`src/rtl/ta_pkg.sv`:
```
package ta_pkg;
    localparam int ADDR_W = 20;
    localparam int WORD_W = 24;
    localparam int DISP_W = 12;

    typedef enum logic [1:0] {
        OPK_IMM = 2'b00,
        OPK_DIR = 2'b01,
        OPK_IND = 2'b10,
        OPK_BAD = 2'b11
    } opkind_e;

    typedef enum logic [1:0] {
        SRC_NONE = 2'b00,
        SRC_BASE = 2'b01,
        SRC_PC   = 2'b10
    } basesrc_e;

    typedef enum logic [1:0] {
        OFF_U12 = 2'b00,
        OFF_S12 = 2'b01,
        OFF_LEG = 2'b10,
        OFF_EXT = 2'b11
    } offfmt_e;

    typedef struct packed {
        logic n;
        logic i;
        logic x;
        logic b;
        logic p;
        logic e;
    } flags_t;

    typedef struct packed {
        opkind_e  kind;
        basesrc_e src;
        offfmt_e  fmt;
        logic     add_x;
        logic     bad;
    } plan_t;

    function automatic logic [ADDR_W-1:0] sext_disp(input logic [DISP_W-1:0] d);
        return {{(ADDR_W-DISP_W){d[DISP_W-1]}}, d};
    endfunction
endpackage

```
`src/rtl/ta_mode_decode.sv`:
```
module ta_mode_decode
    import ta_pkg::*;
(
    input  flags_t fl,
    output plan_t  pl
);
    logic compat;

    always_comb begin
        compat   = ~fl.n & ~fl.i;
        pl.bad   = (~compat & fl.b & fl.p) | (fl.x & (fl.n ^ fl.i));
        pl.add_x = fl.x;

        if (pl.bad)             pl.kind = OPK_BAD;
        else if (compat)        pl.kind = OPK_DIR;
        else if (fl.n && fl.i)  pl.kind = OPK_DIR;
        else if (fl.i)          pl.kind = OPK_IMM;
        else                    pl.kind = OPK_IND;

        if (compat) begin
            pl.src = SRC_NONE;
            pl.fmt = OFF_LEG;
        end else if (fl.e) begin
            pl.src = SRC_NONE;
            pl.fmt = OFF_EXT;
        end else if (fl.b) begin
            pl.src = SRC_BASE;
            pl.fmt = OFF_U12;
        end else if (fl.p) begin
            pl.src = SRC_PC;
            pl.fmt = OFF_S12;
        end else begin
            pl.src = SRC_NONE;
            pl.fmt = OFF_U12;
        end
    end
endmodule

```
`src/rtl/ta_addr_sum.sv`:
```
module ta_addr_sum
    import ta_pkg::*;
#(
    parameter int AW = ADDR_W,
    parameter int WW = WORD_W,
    parameter int DW = DISP_W
) (
    input  plan_t          pl,
    input  flags_t         fl,
    input  logic [AW-1:0]  fld,
    input  logic [WW-1:0]  pc_val,
    input  logic [WW-1:0]  b_val,
    input  logic [WW-1:0]  x_val,
    output logic [AW-1:0]  ta
);
    localparam int PAD_LEG = AW - DW - 3;

    logic [AW-1:0] base_part, off_part, idx_part;
    logic [DW-1:0] disp;

    always_comb begin
        disp = fld[DW-1:0];
        unique case (pl.src)
            SRC_BASE: base_part = b_val[AW-1:0];
            SRC_PC:   base_part = pc_val[AW-1:0];
            default:  base_part = '0;
        endcase
        unique case (pl.fmt)
            OFF_S12: off_part = sext_disp(disp);
            OFF_LEG: off_part = {{PAD_LEG{1'b0}}, fl.b, fl.p, fl.e, disp};
            OFF_EXT: off_part = fld;
            default: off_part = {{(AW-DW){1'b0}}, disp};
        endcase
        idx_part = pl.add_x ? x_val[AW-1:0] : '0;
        ta = base_part + off_part + idx_part;
    end
endmodule

```
`src/rtl/ta_indirect_seq.sv`:
```
module ta_indirect_seq
    import ta_pkg::*;
#(
    parameter int AW = ADDR_W,
    parameter int WW = WORD_W
) (
    input  logic          clk,
    input  logic          rst,
    input  logic          start,
    input  plan_t         pl,
    input  logic [AW-1:0] ta,
    input  logic          mem_ack,
    input  logic [WW-1:0] mem_rdata,
    output logic          busy,
    output logic          done,
    output logic [AW-1:0] result,
    output opkind_e       kind,
    output logic          err,
    output logic          mem_req,
    output logic [AW-1:0] mem_addr
);
    typedef enum logic {ST_IDLE, ST_WAIT} st_e;
    st_e st;

    always_ff @(posedge clk) begin
        if (rst) begin
            st       <= ST_IDLE;
            done     <= 1'b0;
            err      <= 1'b0;
            result   <= '0;
            kind     <= OPK_DIR;
            mem_addr <= '0;
        end else begin
            done <= 1'b0;
            err  <= 1'b0;
            unique case (st)
                ST_IDLE: if (start) begin
                    if (pl.bad) begin
                        done   <= 1'b1;
                        err    <= 1'b1;
                        kind   <= OPK_BAD;
                        result <= '0;
                    end else if (pl.kind == OPK_IND) begin
                        st       <= ST_WAIT;
                        mem_addr <= ta;
                    end else begin
                        done   <= 1'b1;
                        kind   <= pl.kind;
                        result <= ta;
                    end
                end
                ST_WAIT: if (mem_ack) begin
                    st     <= ST_IDLE;
                    done   <= 1'b1;
                    kind   <= OPK_IND;
                    result <= mem_rdata[AW-1:0];
                end
                default: st <= ST_IDLE;
            endcase
        end
    end

    assign busy    = (st == ST_WAIT);
    assign mem_req = busy;


    hold_req_chk: assert property (@(posedge clk) disable iff (rst)
        mem_req && !mem_ack |=> mem_req && $stable(mem_addr));

    no_done_in_wait_chk: assert property (@(posedge clk) disable iff (rst)
        mem_req |-> !done);

    ind_after_ack_chk: assert property (@(posedge clk) disable iff (rst)
        done && kind == OPK_IND |-> $past(mem_req && mem_ack));

    err_from_req_chk: assert property (@(posedge clk) disable iff (rst)
        err |-> $past(start && !busy) && !mem_req);

    req_from_start_chk: assert property (@(posedge clk) disable iff (rst)
        $rose(mem_req) |-> $past(start));
endmodule

```
`src/rtl/ta_resolver.sv`:
```
module ta_resolver
    import ta_pkg::*;
#(
    parameter int AW = ADDR_W,
    parameter int WW = WORD_W,
    parameter int DW = DISP_W
) (
    input  logic          clk,
    input  logic          rst,
    input  logic          start,
    input  logic [5:0]    flags,
    input  logic [AW-1:0] field,
    input  logic [WW-1:0] next_pc,
    input  logic [WW-1:0] base_val,
    input  logic [WW-1:0] index_val,
    output logic          busy,
    output logic          done,
    output logic [AW-1:0] result,
    output logic [1:0]    kind,
    output logic          err,
    output logic          mem_req,
    output logic [AW-1:0] mem_addr,
    input  logic          mem_ack,
    input  logic [WW-1:0] mem_rdata
);
    flags_t        fl;
    plan_t         pl;
    logic [AW-1:0] ta;
    opkind_e       kind_q;

    assign fl = flags_t'(flags);

    ta_mode_decode u_dec (.fl(fl), .pl(pl));

    ta_addr_sum #(.AW(AW), .WW(WW), .DW(DW)) u_sum (
        .pl(pl), .fl(fl), .fld(field), .pc_val(next_pc),
        .b_val(base_val), .x_val(index_val), .ta(ta)
    );

    ta_indirect_seq #(.AW(AW), .WW(WW)) u_seq (
        .clk(clk), .rst(rst), .start(start), .pl(pl), .ta(ta),
        .mem_ack(mem_ack), .mem_rdata(mem_rdata), .busy(busy),
        .done(done), .result(result), .kind(kind_q), .err(err),
        .mem_req(mem_req), .mem_addr(mem_addr)
    );

    assign kind = kind_q;


    err_kind_chk: assert property (@(posedge clk) disable iff (rst)
        done && !err |-> kind != 2'b11);
endmodule

```
`config.mk`:
```
export PLATFORM = sky130hd
export DESIGN_NAME = ta_resolver
export DESIGN_NICKNAME = d
export VERILOG_FILES = /design/src/rtl/ta_pkg.sv /design/src/rtl/ta_mode_decode.sv /design/src/rtl/ta_addr_sum.sv /design/src/rtl/ta_indirect_seq.sv /design/src/rtl/ta_resolver.sv
export SDC_FILE = /design/constraint.sdc
export NUM_CORES = 1
export LEC_CHECK = 0
export BUFFER_PORTS_ARGS = -buffer_cell sky130_fd_sc_hd__clkbuf_2
export CORE_ASPECT_RATIO = 0.8
export CORE_MARGIN = 2
export CORE_UTILIZATION = 44
export DETAILED_ROUTE_END_ITERATION = 6
export GPL_TIMING_DRIVEN = 0
export PLACE_DENSITY = 0.81
export SLEW_MARGIN = 40
export SYNTH_ARGS = -nofsm -noshare
export SYNTH_HDL_FRONTEND = slang
export SYNTH_SLANG_ARGS = --single-unit
```
`constraint.sdc`:
```
create_clock -name clk -period 4.1 [get_ports clk]
set_input_delay 0.205 -clock clk [delete_from_list [all_inputs] [get_ports clk]]
set_output_delay 0.205 -clock clk [all_outputs]
set_load 0.1 [all_outputs]
```
Yosys cells after proc, flatten, opt, wreduce, memory -nomap -nowiden
Index checks and enable logic that the tools add are counted.
- output and inout bits: 46
- bits in read-only memories: 0
- latch bits: 0
- input port bits: 126
- memories: 0
- register bits after elaboration: 45
- memory bits (writable): 0
- eq/ne operators: 9
- multiply operators: 0
- reductions and logical operators: 4
- shifts and indexed selects: 0
- add/subtract/negate cells: 2
- bitwise logic cells: 12
- magnitude comparators: 0
- divide/modulo/power cells: 0
- multiplexer cells: 32
- operators with widths (cell ; number):
    two-way mux 20 bit ; 5
    case mux 20 bit (2 select lines) ; 2
    case mux 20 bit (3 select lines) ; 1
    adder 20 bit ; 2
    two-way mux 2 bit ; 8
    two-way mux 4 bit ; 4
    two-way mux 1 bit ; 9
    == test 2 bit, second input constant ; 4
    inverter 1 bit ; 6
    AND 1 bit ; 4
    == test 2 x 1 -> 1 bit, second input constant ; 2
    != test 2 bit, second input constant ; 2
    case mux 1 bit (2 select lines) ; 2
    case mux 2 bit (2 select lines) ; 1
    AND reduction 4 bit ; 1
    != test 3 bit, second input constant ; 1
    AND reduction 3 bit ; 1
    OR reduction 3 bit ; 1
    logical AND 1 bit ; 1
    OR 1 bit ; 1
    XOR 1 bit ; 1

Longest topological paths before layout
Gate-level depths: netlist (run 1).
- word-level depth: 12
- mapped depth: 19
- gate-level depth less buffers: 18

By module
From an unflattened synthesis (run 1), not the netlist that was laid out.
- cell total of the unflattened synthesis: 497
- area total of the unflattened synthesis: 4068.9 um2
- by module, submodules not included (module ; seq. area each (um2) ; cells each ; times used ; area an instance (um2)):
    ta_indirect_seq ; 900.9 ; 233 ; 1 ; 2072.0
    ta_addr_sum ; 0.0 ; 247 ; 1 ; 1889.3
    ta_mode_decode ; 0.0 ; 17 ; 1 ; 107.6

Least setup slack after synthesis (run 1)
Ideal clock, no wire load.
- path kind: input to register
- start: in flags[4]
- end: reg u_seq.result[19]
- stages: 19
- data required time: 4038 ps
- arrival time: 4315 ps
- setup time: 62 ps
- path slack: -277 ps
- buffers on the path: 2
- path through: inv_1 -> ha_1 -> nor4b_2 -> inv_1 -> ha_1 -> clkbuf_1 -> clkbuf_1 -> a22oi_1 -> nor2_1 -> fa_1 -> ha_1 -> inv_1 -> fa_1 -> and2b_4 -> o2111ai_4 -> a2111oi_4 -> nor4_2 -> or4b_1 -> nand3_1
- cells in the longest elaborated chain, start to end: 11
- elaborated cells on any way between the ends: 30
- RTL lines (item ; RTL line ; RTL):
    from (decl) ; ta_resolver.sv:11 ; input logic [5:0] flags,
    inverter 1 bit ; ta_mode_decode.sv:10 ; compat = ~fl.n & ~fl.i;
    AND 1 bit ; ta_mode_decode.sv:10 ;
    two-way mux 4 bit ; ta_mode_decode.sv:20 ; if (compat) begin
    == test 2 bit (tied with other cells) ; ta_addr_sum.sv:28 ; unique case (pl.fmt)
    case mux 20 bit (3 select lines) or case mux 20 bit (2 select lines) (tied branches) ; ta_addr_sum.sv:28, ta_addr_sum.sv:23 ;
    adder 20 bit (2 in series) ; ta_addr_sum.sv:35 ; ta = base_part + off_part + idx_part;
    two-way mux 20 bit ; ta_indirect_seq.sv:43 ; end else if (pl.kind == OPK_IND) begin
    two-way mux 20 bit ; ta_indirect_seq.sv:38 ; if (pl.bad) begin
    two-way mux 20 bit ; ta_indirect_seq.sv:37 ; ST_IDLE: if (start) begin
    case mux 20 bit (2 select lines) ; ta_indirect_seq.sv:36 ; unique case (st)
    to (signal assigned) ; ta_indirect_seq.sv:49 ; result <= ta;
    to (signal assigned) ; ta_indirect_seq.sv:56 ; result <= mem_rdata[AW-1:0];
    to (decl) ; ta_indirect_seq.sv:16 ; output logic [AW-1:0] result,
Several ways; a longest one is shown, not always the timed one. The select of a mux whose other input is x is not followed.
A chain may end at the register's enable or synchronous reset.

Final worst setup path (run 1)
- start: in flags[5]
- end: reg u_seq.result[19]
The elaborated chain is that of the path after synthesis.

==> results by group, run 1 <==
Synth
  • Syn Nets: 657
  • Total of flip-flops plus latches after synthesis: 45
  • Synthesis Warnings: 0
  • Top cell type by total area after synthesis: dfxtp_1
  • Async set-reset flop share out of synthesis: 0
  • Average size of a mapped cell: 8.039 um2
  • Proportion of synthesized chip area in sequential cells: 0.2292
  • Number of enable-type register cells in the synthesized netlist: 0
  • Most used flip-flop cell after synthesis: dfxtp_1
  • Largest cells by area after synthesis: dfxtp_1 (23%), fa_1 (10%), ha_1 (7.0%)
  • Number of cells produced by synthesis: roughly 500
  • Proportion of netlist area held by the largest area contributor: 0.2292
  • Synth cell types: 66
  • Post-synthesis cell area: 3931 um2

Critical path
  • Worst setup slack for register-to-register paths: 1.90 ns
  • Endpoint required time on the critical path: 4.36 ns
  • Number of buffer and inverter instances along the worst setup path: 7
  • Kind of cell with the highest combined delay on the critical path: adder cells
  • Highest net fanout along the worst path: 6
  • Worst Setup End Kind: flip-flop
  • Standard cell with the maximum stage delay on the critical path: fa_1
  • Endpoint of the worst-slack reg-to-reg timing path: u_seq.mem_addr[19]$_SDFFE_PP0P_
  • Critical path class: input port to flip-flop
  • Startpoint kind of the worst setup timing path: input port
  • Stage delay of the slowest cell on the critical path: 0.56 ns
  • Crit-path cells: clkbuf_2, inv_1, ha_4, nor4b_4, buf_4, buf_4, ha_4, buf_4, a22oi_2, nor2_4, fa_1, ha_2, inv_1, fa_2, and2b_4, o2111ai_4, a2111oi_4, buf_4, nor4_4, or4b_1, nand3_1
  • Worst reg2reg path depth: 6
  • Data arrival at the endpoint of the critical path: 4.26 ns
  • Launch point of the worst reg-to-reg path: u_seq.busy$_SDFF_PP0_
  • Most used cell along the critical path: buf_4

Die
  • I/O Pins: 172
  • Die footprint: 9712 um2
  • DIE WIDTH: 109.7 um
  • Site row count: 30
  • Placeable core region: 8596 um2
  • Initial Utilization: 0.4574
  • Floorplan die height: 88.55 um

Cells and area
  • Share of the core filled with cells in the final layout: 0.5953
  • FILL cells: 804
  • Share of post-route cells with drive strength above 1: 0.3394
  • Most frequent cells in the layout: clkbuf_2 (156), nand2_1 (52), nor2_1 (47)
  • Most frequent standard cell in the layout excluding fill and tap cells: clkbuf_2
  • # diodes: 0
  • Final #Nets: 827
  • Area added between synthesis and finish: 30.17%
  • Final Instance Area: 5117 um2

Clock tree
  • Clock tree from TritonCTS: done
  • H-tree Lvls: 2
  • Maximum buffer depth of the clock tree: 2
  • Hold buffer count at cts: 0
  • Clk_lat worst skew: ~0.32 ns
  • Clock net sink count: between 40 and 50
  • CTS clk-pin slew, worst paths: roughly 0.090 ns
  • Root Buffer: clkbuf_8
  • Number of buffers added by the clock tree synthesis step: 5

STA
  • Clock skew after layout: roughly 0.0085 ns
  • Clock period minus worst slack: 3.994 ns
  • Final worst path period share: 0.9741
  • Rel. slew slack: 0.4834
  • Count of endpoints failing hold in the final timing report: 0
  • Slew at the pin closest to its max-slew limit: 0.7685 ns
  • Maximum clock frequency: 250.4 MHz
  • Total count of max-transition violations in the final report: 0
  • Final-layout worst hold slack: 0.1285 ns
  • PnR worst setup slack: 0.1062 ns
  • Final count of negative-setup-slack endpoints: 0

Global route
  • Wire length of the first global-routing pass: 19640 um
  • Overall track demand over capacity in global routing: 0.2632
  • Initial antenna violation count: 0
  • Overflow after GRT: 0
  • Largest net degree at the start of global routing: 16
  • Number of global-route vias before repair: 4136

Routing
  • Avg Vias per Cell: 5.602
  • Number of DRC violations after detailed routing: 0
  • DR vias: between 4k and 5k
  • Detail Route Antenna Nets: 0
  • Number of iterations in the first detailed-routing pass: 4
  • 1st-iter DRT viols: 225
  • Wire length after detailed routing: approximately 13000 um
  • Avg WL per Cell: 16.20 um

Power
  • Worst supply voltage drop on vdd: 0.2103 mV
  • LEAKAGE: between 2 and 2.5 nW
  • Total power divided by cell area: 297.6 nW/um2

Placed design
  • Number of port buffers: 155
  • Area after detailed placement: 4866 um2
  • Post-Place Setup Slack: -0.6276 ns
  • Last weighted congestion value of the routability-driven placer: 0.9258
  • Post-DP HPWL: ~10000 um

Status
  • Result of the run: finished, final reports clean

Min path
  • Terminating pin of the worst hold path: u_seq.result[10]$_SDFFE_PP0P_
  • Startpoint of the most critical hold path: mem_rdata[10]
  • Worst hold path depth: 3
  • Classification of the worst-slack hold path: input port to flip-flop

Job
  • Max-Cap Viols: 0
==> what timing repair did <==
action | 4_1_cts | 5_1_grt
setup endpoints to repair | 7 | 6
pin swaps | 2 | 11
gates resized for setup | 10 | 9
setup buffers | 5 | 6
endpoints found under the hold margin | 0 | 0
==> power breakdown <==
group / switching [mW] / internal (mW)
Clock: 0.178 / 0.121
Combinational: 0.509 / 0.234
Sequential: 0.0164 / 0.465
Total: 0.703 / 0.820
==> sequential cells by signal, indices dropped and copies added (netlist names) <==
| name | count |
|---|---|
| u_seq.mem_addr | 20 |
| u_seq.result | 20 |
| u_seq.kind | 2 |
| u_seq.busy | 1 |
| u_seq.done | 1 |
| u_seq.err | 1 |
==> routing by layer <==
metal,up-vias,GRT usage,wire length [um]
met4,0,0.07825,255
met3,23,0.05007,934
met5,-,0,0
li1,2094,-,-
met1,2055,0.3571,5662
met2,153,0.4287,5651
==> worst register-to-register path, delay by kind of cell (launching register included) <==
kind / cells / cell delay [ns]
buffers and inverters: 2 / 0.70
and+or+nand+nor: 2 / 0.74
AOI/OAI and AO/OA: 2 / 0.34
DFF: 1 / 0.36
==> stage by stage <==
step,power [mW],setup TNS [ns],std cells
CTS,1.513,0,766
global placement,1.198,-4.752,756
finish,1.523,0,772
detailed placement,1.210,-7.028,756
global route,1.607,-0.06330,772
floorplan,1.024,0,489
==> kinds of logic after synthesis <==
group	share of synthesized area
AND/OR/NAND/NOR	0.2371
AO/OA/AOI/OAI	0.2654
buffers and inverters	0.06397
flip-flops	0.2292
adder cells (fa/ha/maj)	0.1719
XOR/XNOR	0.02451
multiplexers	0.007957
==> layout make-up <==
class	instances	area, um2	area share
buffer	30	162.7	0.03178
clock inverter	3	21.27	0.004156
tap	112	140.1	0.02738
timing repair buffer	166	858.3	0.1677
multi-input combinational	386	2872	0.5611
inverter	25	93.84	0.01834
clock buffer	5	68.82	0.01345
sequential	45	900.9	0.1760
==> Yosys cell counts (all sizes together) (2+ instances only) <==
cell / n
nand3: 13
a21oi: 37
ha: 22
nor2: 48
xor2: 2
a31oi: 4
o211a: 4
o2111ai: 3
a22oi: 20
and3: 2
o311ai: 3
or2: 11
a221oi: 8
a311oi: 3
nor3b: 2
or3: 8
a32oi: 3
nand2: 53
clkbuf: 18
o22ai: 3
nand4: 2
o211ai: 10
a211oi: 7
nor3: 15
nor4b: 2
xnor2: 9
a211o: 3
fa: 20
and4: 2
inv: 25
nand2b: 3
nor2b: 2
o21a: 3
o31ai: 2
and2: 17
o21ai: 19
dfxtp: 45
a21o: 5
nor4: 3
mux2i: 2
buf: 15
==> worst max path at each step <==
stage	slack, ns	cells after the start	to	startpoint
finish	0.11	21	u_seq.result[19]$_SDFFE_PP0P_	flags[5]
global route	-0.03	20	u_seq.result[19]$_SDFFE_PP0P_	flags[5]
CTS	0.03	20	u_seq.result[19]$_SDFFE_PP0P_	flags[5]
detailed placement	-0.63	19	u_seq.result[19]$_SDFFE_PP0P_	flags[4]
global placement	-0.52	19	u_seq.result[19]$_SDFFE_PP0P_	flags[4]
floorplan	0.02	19	u_seq.result[19]$_SDFFE_PP0P_	flags[4]
No activity file was read; power rests on OpenSTA's default activity.
==> run 2: changes to the inputs <==
- CORE_UTILIZATION: 44 -> 49
- PLACE_DENSITY: 0.81 -> 0.85
- clock period: 4.1 -> 4 ns (I/O delays scaled with it)
==> run 2 against run 1 <==
  * Flip-flop and latch count did not move
  * Die area fell by 9.8%
  * Critical path depth rose by 1
  * Clock power barely moved
  * Clock-buffer cell count did not move
  * Cell area rose by 2.6%
  * Global-route usage rose by 1.9 points
  * Non-clock buffer count rose by 8
  * Hold slack improved by 0.025 ns
  * Cell count rose by 0.52%
  * First-iteration DRC count rose by 16%
  * Worst setup slack got worse by 0.015 ns
  * Critical endpoint unchanged
  * Largest cell class unchanged
==> results by group, run 2 (synthesized netlist as in run 1, its figures left out) <==
Routing
  • Avg Vias per Cell: 5.669
  • Detail Route Antenna Nets: 0
  • Wire length after detailed routing: 12600 um
  • Number of DRC violations after detailed routing: 0
  • 1st-iter DRT viols: 262
  • Number of iterations in the first detailed-routing pass: 7
  • DR vias: around 4.4k
  • Avg WL per Cell: 16.23 um

Cells and area
  • Area added between synthesis and finish: 33.61%
  • Most frequent cells in the layout: clkbuf_2 (153), nand2_1 (52), nor2_1 (46)
  • Largest registers: u_seq.mem_addr x20, u_seq.result x20, u_seq.kind x2
  • Final Instance Area: about 5300 um2
  • Share of the core filled with cells in the final layout: 0.6671
  • # diodes: 0
  • Final #Nets: 835
  • Most frequent standard cell in the layout excluding fill and tap cells: clkbuf_2
  • Share of post-route cells with drive strength above 1: 0.3638
  • FILL cells: 738

Placed design
  • Post-DP HPWL: 10060 um
  • Area after detailed placement: between 4000 and 5000 um2
  • Number of port buffers: around 160
  • Last weighted congestion value of the routability-driven placer: 0.8957

Clock tree
  • Maximum buffer depth of the clock tree: 2
  • Number of buffers added by the clock tree synthesis step: 5
  • Clock net sink count: 45
  • Hold buffer count at cts: 0
  • Root Buffer: clkbuf_8
  • Clk_lat worst skew: 0.30 ns
  • CTS clk-pin slew, worst paths: 0.09 ns
  • H-tree Lvls: 2
  • Clock tree from TritonCTS: done

Die
  • Initial Utilization: 0.4993
  • DIE WIDTH: around 100 um
  • Die footprint: 8760 um2
  • Floorplan die height: between 80 and 90 um
  • I/O Pins: 172
  • Site row count: 29
  • Placeable core region: 7874 um2

STA
  • Final worst path period share: 0.9771
  • Maximum clock frequency: 255.9 MHz
  • Final count of negative-setup-slack endpoints: 0
  • Slew at the pin closest to its max-slew limit: 0.7586 ns
  • Clock period minus worst slack: between 3 and 4 ns
  • Rel. slew slack: 0.4901
  • Clock skew after layout: 0.005363 ns
  • Count of endpoints failing hold in the final timing report: 0
  • Total count of max-transition violations in the final report: 0

Global route
  • Overall track demand over capacity in global routing: 0.2825
  • Wire length of the first global-routing pass: 20220 um
  • Initial antenna violation count: 0
  • Largest net degree at the start of global routing: 17
  • Number of global-route vias before repair: 4269
  • Overflow after GRT: 0

Power
  • Worst supply voltage drop on vdd: 0.1806 mV
  • Total power divided by cell area: about 300 nW/um2
  • LEAKAGE: 2.448 nW

Critical path
  • Highest net fanout along the worst path: 4
  • Worst Setup End Kind: flip-flop
  • Endpoint required time on the critical path: 4.24 ns
  • Data arrival at the endpoint of the critical path: just over 4 ns
  • Startpoint kind of the worst setup timing path: input port
  • Critical path class: input port to flip-flop

Status
  • Result of the run: finished, final reports clean

Min path
  • Classification of the worst-slack hold path: input port to flip-flop

Job
  • Max-Cap Viols: 0
## run 2: final cells by class
cell class,instances,area [um2],share of cell area
plain buffers,30,182.7,0.03478
clock buffers,5,68.82,0.01310
clock inverters,3,25.02,0.004764
inverters,25,96.34,0.01834
multi-input cells,386,2902,0.5524
flip-flops and latches,45,900.9,0.1715
well taps,108,135.1,0.02573
repair buffers,174,942.2,0.1794
## run 2: metal layers
metal	global-route usage	wire length, um
met2	0.4922	5890
met3	0.04528	876
met5	0	0
met4	0.05651	191
met1	0.3741	5637
## run 2: worst paths after layout
check	startpoint	endpoint	slack, ns	depth (start not counted)
setup / recovery	flags[4]	u_seq.result[19]$_SDFFE_PP0P_	0.09	22
hold / removal	mem_rdata[10]	u_seq.result[10]$_SDFFE_PP0P_	0.15	3
setup reg to reg	u_seq.busy$_SDFF_PP0_	u_seq.mem_addr[19]$_SDFFE_PP0P_	1.81	6
hold reg to reg	u_seq.mem_addr[1]$_SDFFE_PP0P_	u_seq.mem_addr[1]$_SDFFE_PP0P_	0.47	2
## run 2: critical path, stage by stage
cell and delay [ns]:
buf_6 0.08, inv_4 0.03, ha_4 0.17, buf_6 0.12, nor3b_4 0.23, buf_6 0.13
ha_4 0.16, buf_6 0.10, a22oi_1 0.05, or2_4 0.24, fa_2 0.42, inv_2 0.10
ha_4 0.14, inv_2 0.04, fa_2 0.33, and2b_4 0.27, o2111ai_4 0.12, a2111oi_4 0.30
buf_4 0.20, nor4_4 0.05, or4b_1 0.55, nand3_1 0.10
## run 2: repair_timing
item                       in CTS  in global routing
gates resized for setup        18                 20
setup endpoints to repair       7                 11
pin swaps                      17                 15
buffers inserted               11                  8
## run 2: power breakdown
part           total (mW)  internal (mW)  switching, mW
logic               0.781          0.253          0.528
clock network       0.301          0.126          0.175
registers           0.494          0.477         0.0175
total                1.58          0.856          0.720
## run 2: metrics by stage
step           power (mW)  instances  hold WS [ns]  setup WS (ns)  setup TNS [ns]
6_report            1.576        776        0.1532        0.09151               0
3_3_place_gp        1.227        752        0.4387        -0.3778          -2.989
3_5_place_dp        1.241        752        0.4504        -0.5368          -5.589
5_1_grt             1.655        776        0.1733       -0.02272        -0.02272
2_1_floorplan       1.053        489        0.3427        0.02242               0
4_1_cts             1.552        769        0.1435       -0.01686        -0.01686
